File: src/rtl/nfc_pkg.sv
package nfc_pkg;

    typedef enum logic [1:0] {
        MODE_READ = 2'b00,
        MODE_AUTO = 2'b01,
        MODE_CFI  = 2'b10
    } nfc_mode_e;

    localparam logic [7:0] OP_EXIT  = 8'hF0;
    localparam logic [7:0] OP_IDENT = 8'h90;
    localparam logic [7:0] OP_QUERY = 8'h98;
    localparam int         QUERY_ADDR = 'h55;

    // Query table contents: a fixed signature, then a computed pattern
    function automatic logic [7:0] query_byte(input int idx);
        case (idx)
            0:       return 8'h51;
            1:       return 8'h52;
            2:       return 8'h59;
            default: return 8'(idx * 29) ^ 8'h5A;
        endcase
    endfunction

endpackage

File: src/rtl/nfc_wr_qual.sv
module nfc_wr_qual
    import nfc_pkg::*;
#(
    parameter int ADDR_W     = 8,
    parameter int GLITCH_CYC = 3
) (
    input  logic              clk,
    input  logic              rst_n,
    input  logic              ce_s,
    input  logic              we_s,
    input  logic              oe_s,
    input  logic              vlow_s,
    input  logic [ADDR_W-1:0] addr_s,
    input  logic [7:0]        din_s,
    output logic              cmd_vld,
    output logic [ADDR_W-1:0] cmd_addr,
    output logic [7:0]        cmd_data
);

    localparam int              CNT_W    = $clog2(GLITCH_CYC + 1);
    localparam logic [CNT_W-1:0] CNT_FULL = CNT_W'(GLITCH_CYC);

    typedef struct packed {
        logic [CNT_W-1:0]  cnt;
        logic              pu_blk;
        logic [ADDR_W-1:0] addr;
        logic [7:0]        data;
        logic              strobe;
    } qual_t;

    qual_t qual_d, qual_q;
    logic  wr_act;

    always_comb begin
        wr_act = !ce_s && !we_s && oe_s;
        qual_d = qual_q;
        // Command fires when a long-enough write ends outside lockout
        qual_d.strobe = !wr_act && (qual_q.cnt == CNT_FULL) && !vlow_s;
        if (wr_act) begin
            qual_d.addr = addr_s;
            qual_d.data = din_s;
        end
        if (vlow_s || !wr_act) begin
            qual_d.cnt = '0;
        end else if (!qual_q.pu_blk && (qual_q.cnt != CNT_FULL)) begin
            qual_d.cnt = qual_q.cnt + 1'b1;
        end
        // Power-up block lifts once the pins are seen idle
        qual_d.pu_blk = qual_q.pu_blk && wr_act;
    end

    always_ff @(posedge clk or negedge rst_n) begin
        if (!rst_n) begin
            qual_q <= '{cnt: '0, pu_blk: 1'b1, addr: '0, data: '0, strobe: 1'b0};
        end else begin
            qual_q <= qual_d;
        end
    end

    assign cmd_vld  = qual_q.strobe;
    assign cmd_addr = qual_q.addr;
    assign cmd_data = qual_q.data;

    AST_FILTER_HELD: assert property (@(posedge clk) disable iff (!rst_n)
        qual_q.strobe |-> $past(qual_q.cnt) == CNT_FULL);

    AST_PU_QUIET: assert property (@(posedge clk) disable iff (!rst_n)
        qual_q.pu_blk |-> qual_q.cnt == '0);

endmodule

File: src/rtl/nfc_mode_fsm.sv
module nfc_mode_fsm
    import nfc_pkg::*;
#(
    parameter int ADDR_W = 8
) (
    input  logic              clk,
    input  logic              rst_n,
    input  logic              vlow_s,
    input  logic              cmd_vld,
    input  logic [ADDR_W-1:0] cmd_addr,
    input  logic [7:0]        cmd_data,
    output nfc_mode_e         mode
);

    nfc_mode_e mode_d, mode_q;

    always_comb begin
        mode_d = mode_q;
        if (vlow_s) begin
            mode_d = MODE_READ;
        end else if (cmd_vld) begin
            case (cmd_data)
                OP_EXIT:  mode_d = MODE_READ;
                OP_IDENT: if (mode_q == MODE_READ) mode_d = MODE_AUTO;
                OP_QUERY: if ((cmd_addr == ADDR_W'(QUERY_ADDR)) && (mode_q != MODE_CFI))
                              mode_d = MODE_CFI;
                default:  mode_d = mode_q;
            endcase
        end
    end

    always_ff @(posedge clk or negedge rst_n) begin
        if (!rst_n) mode_q <= MODE_READ;
        else        mode_q <= mode_d;
    end

    assign mode = mode_q;

    AST_QUERY_STICKY: assert property (@(posedge clk) disable iff (!rst_n)
        (mode_q == MODE_CFI) |=> (mode_q == MODE_CFI) || $past(vlow_s) ||
                                 ($past(cmd_vld) && ($past(cmd_data) == OP_EXIT)));

endmodule

File: src/rtl/nfc_rd_path.sv
module nfc_rd_path
    import nfc_pkg::*;
#(
    parameter int         ADDR_W    = 8,
    parameter int         CFI_DEPTH = 16,
    parameter logic [7:0] MFR_ID    = 8'hA7,
    parameter logic [7:0] DEV_ID    = 8'h3C
) (
    input  logic              clk,
    input  logic              rst_n,
    input  logic              ce_s,
    input  logic              oe_s,
    input  logic [ADDR_W-1:0] addr_s,
    input  logic [7:0]        arr_s,
    input  nfc_mode_e         mode,
    output logic [7:0]        rd_data
);

    localparam int IDX_W = $clog2(CFI_DEPTH);

    logic [7:0] rom [CFI_DEPTH];
    logic [7:0] rd_d, rd_q;

    for (genvar g = 0; g < CFI_DEPTH; g++) begin : g_rom
        assign rom[g] = query_byte(g);
    end

    always_comb begin
        rd_d = 8'h00;
        if (!ce_s && !oe_s) begin
            case (mode)
                MODE_READ: rd_d = arr_s;
                MODE_AUTO: begin
                    if (addr_s == '0)                rd_d = MFR_ID;
                    else if (addr_s == ADDR_W'(1))   rd_d = DEV_ID;
                end
                MODE_CFI: if (int'(addr_s) < CFI_DEPTH) rd_d = rom[addr_s[IDX_W-1:0]];
                default:  rd_d = 8'h00;
            endcase
        end
    end

    always_ff @(posedge clk or negedge rst_n) begin
        if (!rst_n) rd_q <= 8'h00;
        else        rd_q <= rd_d;
    end

    assign rd_data = rd_q;

    AST_RD_QUIET: assert property (@(posedge clk) disable iff (!rst_n)
        $past(ce_s || oe_s) |-> rd_q == 8'h00);

endmodule

File: src/rtl/nfc_cmd_front.sv
module nfc_cmd_front
    import nfc_pkg::*;
#(
    parameter int         ADDR_W        = 8,
    parameter int         CLK_PERIOD_PS = 2000,
    parameter int         GLITCH_PS     = 5000,
    parameter int         CFI_DEPTH     = 16,
    parameter logic [7:0] MFR_ID        = 8'hA7,
    parameter logic [7:0] DEV_ID        = 8'h3C
) (
    input  logic              clk,
    input  logic              rst_n,
    input  logic              ce_n,
    input  logic              oe_n,
    input  logic              we_n,
    input  logic [ADDR_W-1:0] addr,
    input  logic [7:0]        din,
    input  logic [7:0]        arr_rdata,
    input  logic              vdd_low,
    output logic [7:0]        rd_data,
    output logic [1:0]        mode_o
);

    localparam int GLITCH_CYC = (GLITCH_PS + CLK_PERIOD_PS - 1) / CLK_PERIOD_PS;

    typedef struct packed {
        logic              ce;
        logic              we;
        logic              oe;
        logic              vlow;
        logic [ADDR_W-1:0] addr;
        logic [7:0]        din;
        logic [7:0]        arr;
    } samp_t;

    samp_t samp_d, samp_q;

    logic              cmd_vld;
    logic [ADDR_W-1:0] cmd_addr;
    logic [7:0]        cmd_data;
    nfc_mode_e         mode_w;

    always_comb begin
        samp_d = '{ce: ce_n, we: we_n, oe: oe_n, vlow: vdd_low,
                   addr: addr, din: din, arr: arr_rdata};
    end

    // Reset value looks like a write in progress under lockout
    always_ff @(posedge clk or negedge rst_n) begin
        if (!rst_n) begin
            samp_q <= '{ce: 1'b0, we: 1'b0, oe: 1'b1, vlow: 1'b1,
                        addr: '0, din: '0, arr: '0};
        end else begin
            samp_q <= samp_d;
        end
    end

    nfc_wr_qual #(.ADDR_W(ADDR_W), .GLITCH_CYC(GLITCH_CYC)) u_qual (
        .clk      (clk),
        .rst_n    (rst_n),
        .ce_s     (samp_q.ce),
        .we_s     (samp_q.we),
        .oe_s     (samp_q.oe),
        .vlow_s   (samp_q.vlow),
        .addr_s   (samp_q.addr),
        .din_s    (samp_q.din),
        .cmd_vld  (cmd_vld),
        .cmd_addr (cmd_addr),
        .cmd_data (cmd_data)
    );

    nfc_mode_fsm #(.ADDR_W(ADDR_W)) u_fsm (
        .clk      (clk),
        .rst_n    (rst_n),
        .vlow_s   (samp_q.vlow),
        .cmd_vld  (cmd_vld),
        .cmd_addr (cmd_addr),
        .cmd_data (cmd_data),
        .mode     (mode_w)
    );

    nfc_rd_path #(.ADDR_W(ADDR_W), .CFI_DEPTH(CFI_DEPTH),
                  .MFR_ID(MFR_ID), .DEV_ID(DEV_ID)) u_rd (
        .clk     (clk),
        .rst_n   (rst_n),
        .ce_s    (samp_q.ce),
        .oe_s    (samp_q.oe),
        .addr_s  (samp_q.addr),
        .arr_s   (samp_q.arr),
        .mode    (mode_w),
        .rd_data (rd_data)
    );

    assign mode_o = mode_w;

    AST_LOCKOUT_READ: assert property (@(posedge clk) disable iff (!rst_n)
        samp_q.vlow |=> mode_o == MODE_READ);

endmodule

File: config.mk
export PLATFORM = sky130hd
export DESIGN_NAME = nfc_cmd_front
export DESIGN_NICKNAME = d
export VERILOG_FILES = /design/src/rtl/nfc_pkg.sv /design/src/rtl/nfc_wr_qual.sv /design/src/rtl/nfc_mode_fsm.sv /design/src/rtl/nfc_rd_path.sv /design/src/rtl/nfc_cmd_front.sv
export SDC_FILE = /design/constraint.sdc
export NUM_CORES = 1
export LEC_CHECK = 0
export BUFFER_PORTS_ARGS = -buffer_cell sky130_fd_sc_hd__buf_4
export CELL_PAD_IN_SITES_DETAIL_PLACEMENT = 0
export CELL_PAD_IN_SITES_GLOBAL_PLACEMENT = 1
export CORE_AREA = 3 3 74 76
export CTS_CLUSTER_SIZE = 24
export DETAILED_ROUTE_END_ITERATION = 12
export DIE_AREA = 0 0 77 79
export GPL_ROUTABILITY_DRIVEN = 0
export PLACE_DENSITY_LB_ADDON = 0.3
export SYNTH_ARGS = -nofsm -noshare
export SYNTH_HDL_FRONTEND = slang
export SYNTH_SLANG_ARGS = --single-unit
File: constraint.sdc
create_clock -name clk -period 3.3 [get_ports clk]
set_input_delay 0.33 -clock clk [delete_from_list [all_inputs] [get_ports clk]]
set_output_delay 0.33 -clock clk [all_outputs]
set_load 0.03 [all_outputs]
== Word level (Yosys, flattened, before mapping) ==
Memories as Yosys holds them, arrays and structs flattened.
Index checks and enable logic that the tools add are counted.

* $add $sub $neg: 1
* $lt $le $gt $ge: 2
* Equal/unequal tests: 12
* Multiplexer cells: 14
* Bitwise logic cells: 1
* Reductions and logical operators: 21

{| class="wikitable"
|+ Operators with widths
! cell !! count
|-
| 8-bit two-way mux || 5
|-
| 8-bit == test (second input constant) || 3
|-
| 8-bit one-hot mux with 3 select lines || 1
|-
| 2-bit two-way mux || 6
|-
| 8-bit by 1-bit == test with 1-bit output (second input constant) || 1
|-
| 8-bit by 7-bit == test with 1-bit output (second input constant) || 1
|-
| 1-bit logical AND || 8
|-
| 8-bit zero test || 1
|-
| 8-bit by 5-bit less-than comparator with 1-bit output (second input constant) || 1
|-
| 1-bit zero test || 6
|-
| 6-bit two-way mux || 1
|-
| 3-bit by 2-bit inequality test with 1-bit output (second input constant) || 2
|-
| 2-bit one-hot mux with 3 select lines || 1
|-
| 5-bit >= comparator (second input constant) || 1
|-
| 4-bit inverter with 5-bit output || 1
|-
| 2-bit == test (second input constant) || 2
|-
| 2-bit inequality test (second input constant) || 2
|-
| 4-bit AND reduction || 1
|-
| 2-bit nonzero test || 2
|-
| 4-bit nonzero test || 1
|-
| 2-bit by 1-bit adder with 2-bit output (second input constant) || 1
|-
| 2-bit by 1-bit == test with 1-bit output (second input constant) || 1
|-
| 2-bit zero test || 1
|-
| 1-bit logical OR || 1
|}

* Register bits: 58
* Bits in read-only memories: 128
* Input port bits: 30
* Word-level logic and storage cells: 66
* Memories: 1

{| class="wikitable"
|+ Memory list
! name !! words !! width !! rd ports !! clocked after memory_dff !! wr ports !! line !! RTL
|-
| (no name shown) || 16 || 8 || 1 || 0 || 0 || nfc_rd_path.sv:37 || <nowiki>MODE_CFI: if (int'(addr_s) < CFI_DEPTH) rd_d = rom[addr_s[IDX_W-1:0]];</nowiki>
|}

== Depth between registers and ports, before layout ==
Gate-level depths: netlist of the first run.

* Depth after elaboration: 7
* Gate-level depth with buffers: 7
* Gate-level depth less buffers: 6

== By module ==
A second synthesis of the first run with hierarchy kept.

* Cells, all modules: 195
* Area total of the unflattened synthesis: 2532.4 µm²

{| class="wikitable"
|+ Modules (own cells, without submodules)
! module !! times used !! cells an instance !! area an instance (µm²) !! sequential area each (µm²)
|-
| nfc_wr_qual || 1 || 65 || 945.9 || 501.7
|-
| nfc_cmd_front || 1 || 28 || 703.2 || 703.2
|-
| nfc_rd_path || 1 || 78 || 685.7 || 200.2
|-
| nfc_mode_fsm || 1 || 24 || 197.7 || 50.0
|}

== Least setup slack after synthesis of the first run ==
No wires, ideal clock.

* Path type: flip-flop to flip-flop
* Start point: register u_fsm.mode_q[1] (netlist: u_fsm.mode[1])
* End point: register u_fsm.mode_q[0] (netlist: u_fsm.mode[0])
* Library setup time: 128 ps
* Arrival: 1561 ps
* Slack: 1612 ps
* Stages on the path, launching flop included: 5
* Buffers on the path: 0
* Cells stage by stage: dfrtp_1 nor2b_1 or4_4 a211oi_2 o32ai_1

* Word-level cells in the longest chain between the ends: 4

{| class="wikitable"
|+ Ends and longest elaborated chain
! what !! line !! RTL
|-
| from (decl) || nfc_mode_fsm.sv:15 || <nowiki>nfc_mode_e mode_d, mode_q;</nowiki>
|-
| from (signal assigned) || nfc_mode_fsm.sv:34 || <nowiki>else mode_q <= mode_d;</nowiki>
|-
| 2-bit inequality test || nfc_mode_fsm.sv:25 || <nowiki>OP_QUERY: if ((cmd_addr == ADDR_W'(QUERY_ADDR)) && (mode_q != MODE_CFI))</nowiki>
|-
| 1-bit logical AND || nfc_mode_fsm.sv:25 ||
|-
| 3-bit by 2-bit inequality test with 1-bit output (no source line) || - ||
|-
| 4-bit AND reduction (no source line) * || - ||
|}

Mark *: on every way between the ends. The rest lies on a longest branch, timed or not.
A chain may end at the register's enable or synchronous reset.

== Worst setup path after layout of the first run ==
* Start point: register u_qual.qual_q, in the netlist u_qual.cmd_addr[1]
* End point: register u_fsm.mode_q[0] (netlist: u_fsm.mode[0])

* Word-level cells in the longest chain between the ends: 4

{| class="wikitable"
|+ Ends and longest elaborated chain
! what !! line !! RTL
|-
| from (decl) || nfc_wr_qual.sv:31 || <nowiki>qual_t qual_d, qual_q;</nowiki>
|-
| from (signal assigned) || nfc_wr_qual.sv:54 || <nowiki>qual_q <= '{cnt: '0, pu_blk: 1'b1, addr: '0, data: '0, strobe: 1'b0};</nowiki>
|-
| from (signal assigned) || nfc_wr_qual.sv:56 || <nowiki>qual_q <= qual_d;</nowiki>
|-
| 8-bit by 7-bit == test with 1-bit output || nfc_mode_fsm.sv:25 ||
|-
| 1-bit logical AND || nfc_mode_fsm.sv:25 ||
|-
| 3-bit by 2-bit inequality test with 1-bit output (no source line) || - ||
|-
| 4-bit AND reduction (no source line) || - ||
|}

No other way between the ends.

==> results.ini, run 1 <==
[route]
viasPerCell=5.15
drt-total-wl_um=4320
ant_nets=0
num_vias=1531
drtIter0Drc=84
dr.pass1.iters=4
drc=0
wire_per_inst_um=14.5

[die]
die_height_um=79
die_width_um=77
start_util_pct=48.8
die_area_um2=6080
rows=25
pin_count=40
core_area_um2=4790

[setup_path]
crit_path_max_fanout=2
critPathSlowestCell=or4_4
cp_data_arrival_time_ns=1.93
critPathCaptureType=flip-flop
cp_data_required_time_ns=3.52
worstPathCellList=or3b_1 -> or4_4 -> a211oi_2 -> o32ai_1
critPathLaunchType=flip-flop
slowest_delay_ns=0.52
crit_type=reg2reg

[layout]
nets=265
drive_gt1_share_pct=34.8
layout_commonest_cell=dfrtp_1
layout_common_cells=dfrtp_1, buf_4, nand2_1, mux2_2, clkbuf_8
areaGrowthSynthToFinish_pct=24.5
diodes=0

[clock_network]
cts_tree=done
cts_htree_levels=3
cts_buffer_depth=2
cts_setup_buffers=0
clock_sinks=58
postCtsHoldBufs=0
cts_resized=0
cts_made_buffers=9
cts-root-buf=clkbuf_8
clock_latency_ns=0.34
cts.clk_slew.worst_paths_ns=0.07

[place]
place_ws_ns=1.58
place_hpwl_um=3030
port_buffers=39

[power]
p_leak_nw=1.33
vdd_drop_max_v=0.000308
p_per_area_nw_per_um2=545

[global_route]
grt_pass1_vias=1655
track_usage_pct=16.2
antenna_found_initial=0
gr-total-overflow=0
grt_pass1_wl_um=7460
grt_max_degree=59

[logic_synthesis]
synth_area_leader_cell=dfrtp_1
synthesis.area_um2=2330
synthArstFlopShare_pct=100
synth_edf_count=0
synthTopCellsByArea=dfrtp_1, mux2_2, ha_1
synth_seq_cells=58
synthCells=179
syn_avg_cell_area_um2=13.0
dominantRegCellSynth=dfrtp_1
syn_nets=219
yosysSeqAreaShare_pct=62.4
synth_cell_type_count=39
yosys_warnings=0
synth_top_area_share_pct=59.0

[timing]
drv_slew=0
finalClockSkew_ns=0.0111
fin_crit_ns=1.72
setup_viol=0
hold_viol=0
layout_setup_ws_ns=1.58
rsz0062_at_grt=no
worst_slew_pin_slew_ns=0.687
timing.fmax_mhz=583
setup_tns_ns=0
maxSlewHeadroom_pct=54.2
period_share_pct=52.0

[hold_path]
hold_class=in2async

[job]
cap_violations=0

[status]
status=finished, final reports clean

-- synthesized netlist by cell type (2+ instances only) --
library cell,instances
nor2_1,6
o21ai_0,5
and2_1,2
mux2i_1,3
clkbuf_1,4
a31oi_1,6
nand3b_1,2
dfrtp_1,55
nand4_1,2
a21oi_1,5
nand2b_1,4
nand2_1,16
o211ai_1,5
inv_1,6
nor4_1,3
dfstp_2,3
ha_1,10
nor2b_1,2
and3_1,2
mux2_2,16
nor3b_1,4
-- stage by stage --
stage	util (%)	instances	power, W	hold WS, ns	instance area, um^2
floorplan	-	179	0.000900	0.0344	2330
global placement	56.5	281	0.000961	0.407	2700
detailed placement	56.5	281	0.000971	0.425	2700
CTS	60.7	297	0.00161	0.0547	2900
global route	60.7	297	0.00166	0.0684	2900
finish	60.7	297	0.00158	0.0265	2900
-- flip-flops by register name, indices dropped and copies added, names as in the netlist --
register	cells
u_rd.rd_data	8
samp_q	28
u_fsm.mode	2
u_qual.cmd_data	8
u_qual.cmd_addr	8
u_qual.cmd_vld	1
u_qual.qual_q	3
-- worst paths after layout --
path                            cells past startpoint          startpoint  slack, ns                  to
worst max-delay path                                4  u_qual.cmd_addr[1]       1.58       u_fsm.mode[0]
worst min-delay path                                1               rst_n       0.03     u_rd.rd_data[5]
worst max register to register                      4  u_qual.cmd_addr[1]       1.58       u_fsm.mode[0]
worst min register to register                      1          samp_q[14]       0.48  u_qual.cmd_data[6]
max in group asynchronous                           1               rst_n       2.80           samp_q[6]
min in group clk                                    1        arr_rdata[2]       0.10           samp_q[2]
-- routing by layer --
layer	GRT usage, %	vias to the layer above	routed length [um]
li1	-	731	-
met1	17.0	748	1720
met2	27.5	48	2280
met3	7.26	4	278
met4	8.54	0	41
met5	0	-	0
-- critical path: cells and delay by family (launching register included) --
kind               cells  cell delay [ns]
and+or+nand+nor        2             0.91
DFF                    1             0.37
AOI/OAI and AO/OA      2             0.32
-- kinds of logic (layout without fill, tap and decap cells) --
logic type | after synthesis | in the layout | synth area share (%)
compound gates | 30 | 30 | 8.74
xor+xnor | 1 | 1 | 0.375
fa+ha+maj | 10 | 10 | 5.36
buf+inv | 11 | 62 | 1.77
flops | 58 | 58 | 62.4
mux | 19 | 19 | 9.01
simple gates | 50 | 50 | 12.4
-- final cells by class --
type                            count  area (um^2)
Clock buffer                       13          179
Inverter                            6         22.5
Fill cell                         406         1880
Clock inverter                      3         21.3
Multi-Input combinational cell    110          842
Timing Repair Buffer               40          300
Tap cell                           67         83.8
Sequential cell                    58         1460
-- where the power goes --
| part | leakage [nW] | internal, W | total [W] | switching [W] |
|---|---|---|---|---|
| Sequential | 0.701 | 0.000771 | 0.000811 | 0.0000403 |
| Clock | 0.102 | 0.000354 | 0.000626 | 0.000272 |
| Combinational | 0.532 | 0.0000806 | 0.000145 | 0.0000641 |
| Total | 1.33 | 0.00121 | 0.00158 | 0.000376 |
No activity file was read; power rests on OpenSTA's default activity.
==> run 2: changes to the inputs <==
CORE_AREA = 3 3 77 79   (was 3 3 74 76)
DIE_AREA = 0 0 80 82   (was 0 0 77 79)
clock period = 1.8 ns   (was 3.3 ns; I/O delays follow)
==> results.ini, run 2 (synthesis results as in run 1) <==
[status]
status=finished, final reports clean

[layout]
largest_register=samp_q
layout_common_cells=dfrtp_1, buf_4, dlygate4sd3_1, nand2_1, mux2_2
fin_area_um2=3320  ; +14%
layout_commonest_cell=dfrtp_1
diodes=0  ; unchanged
largest_reg_flops=28  ; unchanged
drive_gt1_share_pct=32.3  ; -2.5 points
nets=301  ; +14%
areaGrowthSynthToFinish_pct=42.2
nFillCells=440  ; +8.4%

[power]
p_per_area_nw_per_um2=993  ; +82%
p_leak_nw=1.51  ; +13%
vdd_drop_max_v=0.000637  ; +110%

[route]
num_vias=1605  ; +4.8%
drt-total-wl_um=4500  ; +4.2%
dr.pass1.iters=4  ; unchanged
drc=0  ; unchanged
wire_per_inst_um=13.3  ; -8.4%
viasPerCell=4.75  ; -7.9%
ant_nets=0  ; unchanged
drtIter0Drc=37  ; -56%

[setup_path]
cp_data_arrival_time_ns=1.93  ; about the same
crit_path_max_fanout=2  ; unchanged
critPathSlowestCell=or4_4
slowest_delay_ns=0.52  ; about the same
cp_num_buf_inv=0  ; unchanged
critPathLaunchType=flip-flop
cp_data_required_time_ns=2.03  ; -1.49 ns
critPathCaptureType=flip-flop
crit_family=simple AND/OR/NAND/NOR gates
crit_type=reg2reg
worstPathCellList=or3b_1 -> or4_4 -> a211oi_2 -> o32ai_1

[timing]
setup_tns_ns=0  ; unchanged
hold_viol=0  ; unchanged
whs_ns=0.438  ; +0.412 ns
timing.fmax_mhz=589  ; +1.0%
fin_crit_ns=1.70  ; -0.0169 ns
maxSlewHeadroom_pct=54.0  ; -0.19 points
rsz0062_at_grt=no
finalClockSkew_ns=0.0146  ; +0.00352 ns
period_share_pct=94.4  ; +42 points
setup_viol=0  ; unchanged
worst_slew_pin_slew_ns=0.690  ; +0.00285 ns
drv_slew=0  ; unchanged

[clock_network]
cts_htree_levels=3  ; unchanged
cts_resized=0  ; unchanged
clock_latency_ns=0.34  ; about the same
cts_tree=done
cts-root-buf=clkbuf_8
cts_made_buffers=9  ; unchanged
cts.clk_slew.worst_paths_ns=0.07  ; about the same
clock_sinks=58  ; unchanged
cts_buffer_depth=2  ; unchanged

[global_route]
gr-total-overflow=0  ; unchanged
grt_pass1_wl_um=7600  ; +1.9%
grtUsageMet2_pct=25.4  ; -2.1 points
grt_pass1_vias=1658  ; +0.18%
antenna_found_initial=0  ; unchanged
grt.busiest_layer=met2
use_met3_pct=5.59  ; -1.7 points
grt_max_degree=59  ; unchanged
gr-usage-met1_pct=18.8  ; +1.8 points
track_usage_pct=16.0  ; -0.25 points

[die]
core_area_um2=5410  ; +13%
pin_count=40  ; unchanged
die_height_um=82  ; +3.8%
rows=27  ; +8.0%
start_util_pct=43.2  ; -5.6 points
die_area_um2=6560  ; +7.8%
die_width_um=80  ; +3.9%

[place]
port_buffers=39  ; unchanged
place_hpwl_um=2950  ; -2.5%
post_dp_cell_area_um2=2780  ; +2.6%

[job]
cap_violations=0  ; unchanged

[hold_path]
hold_class=in2async

==> run 2: path summary, 6_finish.rpt <==
kind | from | end | slack (ns) | cells after the start
min in group clk | samp_q[15] | u_qual.cmd_data[7] | 0.48 | 1
hold reg to reg | samp_q[15] | u_qual.cmd_data[7] | 0.48 | 1
hold / removal | rst_n | u_qual.cmd_vld | 0.44 | 2
setup / recovery | u_qual.cmd_addr[1] | u_fsm.mode[0] | 0.10 | 4
max in group asynchronous | rst_n | u_qual.cmd_addr[3] | 0.91 | 2
setup reg to reg | u_qual.cmd_addr[1] | u_fsm.mode[0] | 0.10 | 4
==> run 2: worst reg2reg max path, cell delays in order, from the launching register on <==
cell and delay [ns]:
dfrtp_1 0.37, or3b_1 0.39, or4_4 0.52, a211oi_2 0.23, o32ai_1 0.09
==> run 2: layer usage <==
layer | wire length (um) | part of all wire, %
met2 | 2160 | 48
met5 | 0 | 0
met4 | 81 | 1.8
met1 | 2010 | 45
met3 | 249 | 5.5
==> run 2: through the flow <==
stage	power, W	util (%)	setup slack, ns	cells
after floorplan	0.00165	-	0.112	179
after global placement	0.00178	51.3	0.112	293
after detailed placement	0.00179	51.3	0.0920	293
after CTS	0.00334	61.4	0.0962	338
after global routing	0.00344	61.4	0.00837	338
final	0.00329	61.4	0.101	338
==> run 2: cell type report <==
cell class,count,area [um^2],share of cell area (%)
clock buffers,12,155,4.68
clock inverters,4,97.6,2.94
inverters,6,22.5,0.679
multi-input cells,110,842,25.4
flip-flops and latches,58,1460,43.9
well taps,72,90.1,2.71
repair buffers,76,656,19.8
==> run 2: what timing repair did <==
item | in CTS | in global routing
endpoints found under the hold margin | 83 | 0
buffers inserted | 0 | 0
endpoints found under the setup margin | 0 | 0
hold buffers | 29 | 0
==> run 2: power breakdown <==
| part | leakage [nW] | internal, W | total [W] | switching (W) |
|---|---|---|---|---|
| sequential | 0.701 | 0.00141 | 0.00148 | 0.0000668 |
| combinational | 0.691 | 0.000196 | 0.000331 | 0.000135 |
| clock | 0.123 | 0.000995 | 0.00148 | 0.000487 |
==> run 3: changes to the inputs <==
CORE_AREA = 3 3 56 109   (was 3 3 77 79)
DIE_AREA = 0 0 59 112   (was 0 0 80 82)
==> results.ini, run 3 (synthesis results as in run 1) <==
[layout]
largest_reg_flops=28  ; unchanged
drive_gt1_share_pct=33.3  ; +1.0 points
largest_register=samp_q
layout_commonest_cell=dfrtp_1
nets=302  ; +0.33%
areaGrowthSynthToFinish_pct=42.8
layout_common_cells=dfrtp_1, buf_4, dlygate4sd3_1, nand2_1, mux2_2
diodes=0  ; unchanged
utilization_pct=61.5  ; +0.11 points

[timing]
worst_slew_pin_slew_ns=0.693  ; +0.00307 ns
fin_crit_ns=1.72  ; +0.0206 ns
drv_slew=0  ; unchanged
finalClockSkew_ns=0.00650  ; -0.00813 ns
whs_ns=0.430  ; -0.00805 ns
hold_viol=0  ; unchanged
timing.fmax_mhz=581  ; -1.2%
setup_tns_ns=0  ; unchanged
setup_viol=0  ; unchanged
maxSlewHeadroom_pct=53.8  ; -0.20 points
rsz0062_at_grt=no
period_share_pct=95.5  ; +1.1 points

[setup_path]
critPathLaunchType=flip-flop
worstPathCellList=or3b_4 -> or4_4 -> a211oi_2 -> o32ai_1
slowest_delay_ns=0.52  ; about the same
cp_data_required_time_ns=2.02  ; about the same
endpoint=u_fsm.mode[0]
crit_path_max_fanout=2  ; unchanged
critPathCaptureType=flip-flop
critPathSlowestCell=or4_4
crit_type=reg2reg
ff2ff_path_depth=4  ; unchanged
rr_startpoint=u_qual.cmd_addr[1]
reg2reg_slack_ns=0.08  ; -0.02 ns
crit_path_start=u_qual.cmd_addr[1]
worstReg2RegEnd=u_fsm.mode[0]
cp_data_arrival_time_ns=1.94  ; about the same

[die]
rows=38  ; +41%
start_util_pct=43.1  ; -0.12 points
core_area_um2=5420  ; +0.28%
die_area_um2=6610  ; +0.73%
die_height_um=112  ; +37%
die_width_um=59  ; -26%
pin_count=40  ; unchanged

[route]
viasPerCell=5.09  ; +7.2%
wire_per_inst_um=14.7  ; +10%
ant_nets=0  ; unchanged
dr.pass1.iters=4  ; unchanged
num_vias=1665  ; +3.7%
drc=0  ; unchanged
drt-total-wl_um=4790  ; +6.4%
drtIter0Drc=49  ; +32%

[power]
p_per_area_nw_per_um2=1050  ; +5.3%
fin_total_pwr_w=0.00349  ; +5.8%
vdd_drop_max_v=0.00101  ; +58%
p_leak_nw=1.54  ; +1.6%

[clock_network]
cts_made_buffers=9  ; unchanged
cts-root-buf=clkbuf_8
cts_tree=done
cts_setup_buffers=0  ; unchanged
cts_buffer_depth=2  ; unchanged
clock_latency_ns=0.33  ; about the same
cts_htree_levels=3  ; unchanged
clock_sinks=58  ; unchanged
cts.clk_slew.worst_paths_ns=0.06  ; about the same

[global_route]
grt_pass1_wl_um=8160  ; +7.4%
grt_max_degree=59  ; unchanged
gr-total-overflow=0  ; unchanged
grt_pass1_vias=1816  ; +9.5%
antenna_found_initial=0  ; unchanged
track_usage_pct=16.8  ; +0.87 points

[hold_path]
hold_class=in2async

[status]
status=finished, final reports clean

[place]
port_buffers=39  ; unchanged
place_hpwl_um=3250  ; +10%

[job]
cap_violations=0  ; unchanged

## run 3: final cells by class
cell class	count	area, um^2
fillers	442	2090
flip-flops and latches	58	1460
multi-input cells	110	845
repair buffers	77	651
clock buffers	12	165
clock inverters	4	120
well taps	60	75.1
inverters	6	22.5
## run 3: timing repair
item	in CTS	in global routing
endpoints found under the setup margin	0	1
hold buffers	29	0
gates resized for setup	0	1
endpoints found under the hold margin	83	0
## run 3: routing by layer
| layer | up-vias | GRT usage [%] | share of wire [%] |
|---|---|---|---|
| met5 | - | 0 | 0 |
| met4 | 0 | 8.32 | 2.7 |
| met3 | 13 | 5.57 | 4.2 |
| met2 | 45 | 31.3 | 60 |
| met1 | 806 | 15.1 | 33 |
| li1 | 801 | - | - |
## run 3: critical path, delay by kind of cell (launching register included)
family,cells,cell delay [ns]
flip-flops,1,0.37
AND/OR/NAND/NOR,2,0.91
AO/OA/AOI/OAI,2,0.32
## run 3: through the flow
stage          setup slack [ns]  cell area (um^2)  instances
5_1_grt                  0.0101              3330        327
2_1_floorplan             0.112              2330        179
6_report                 0.0802              3330        327
3_5_place_dp             0.0720              2760        282
4_1_cts                  0.0626              3330        327
3_3_place_gp              0.100              2760        282
## run 3: power breakdown
part | internal, W | leakage, nW | switching [W]
logic | 0.000196 | 0.695 | 0.000135
registers | 0.00141 | 0.701 | 0.0000701
clock network | 0.00117 | 0.143 | 0.000498
## run 3: how the worst min path moves through the flow
stage            start    endpoint  slack [ns]
2_1_floorplan    rst_n   samp_q[0]       -0.12
3_3_place_gp     rst_n   samp_q[4]        0.28
3_5_place_dp     rst_n  samp_q[19]        0.28
4_1_cts          rst_n  samp_q[17]        0.46
5_1_grt        addr[6]  samp_q[22]        0.48
6_report         rst_n  samp_q[17]        0.43
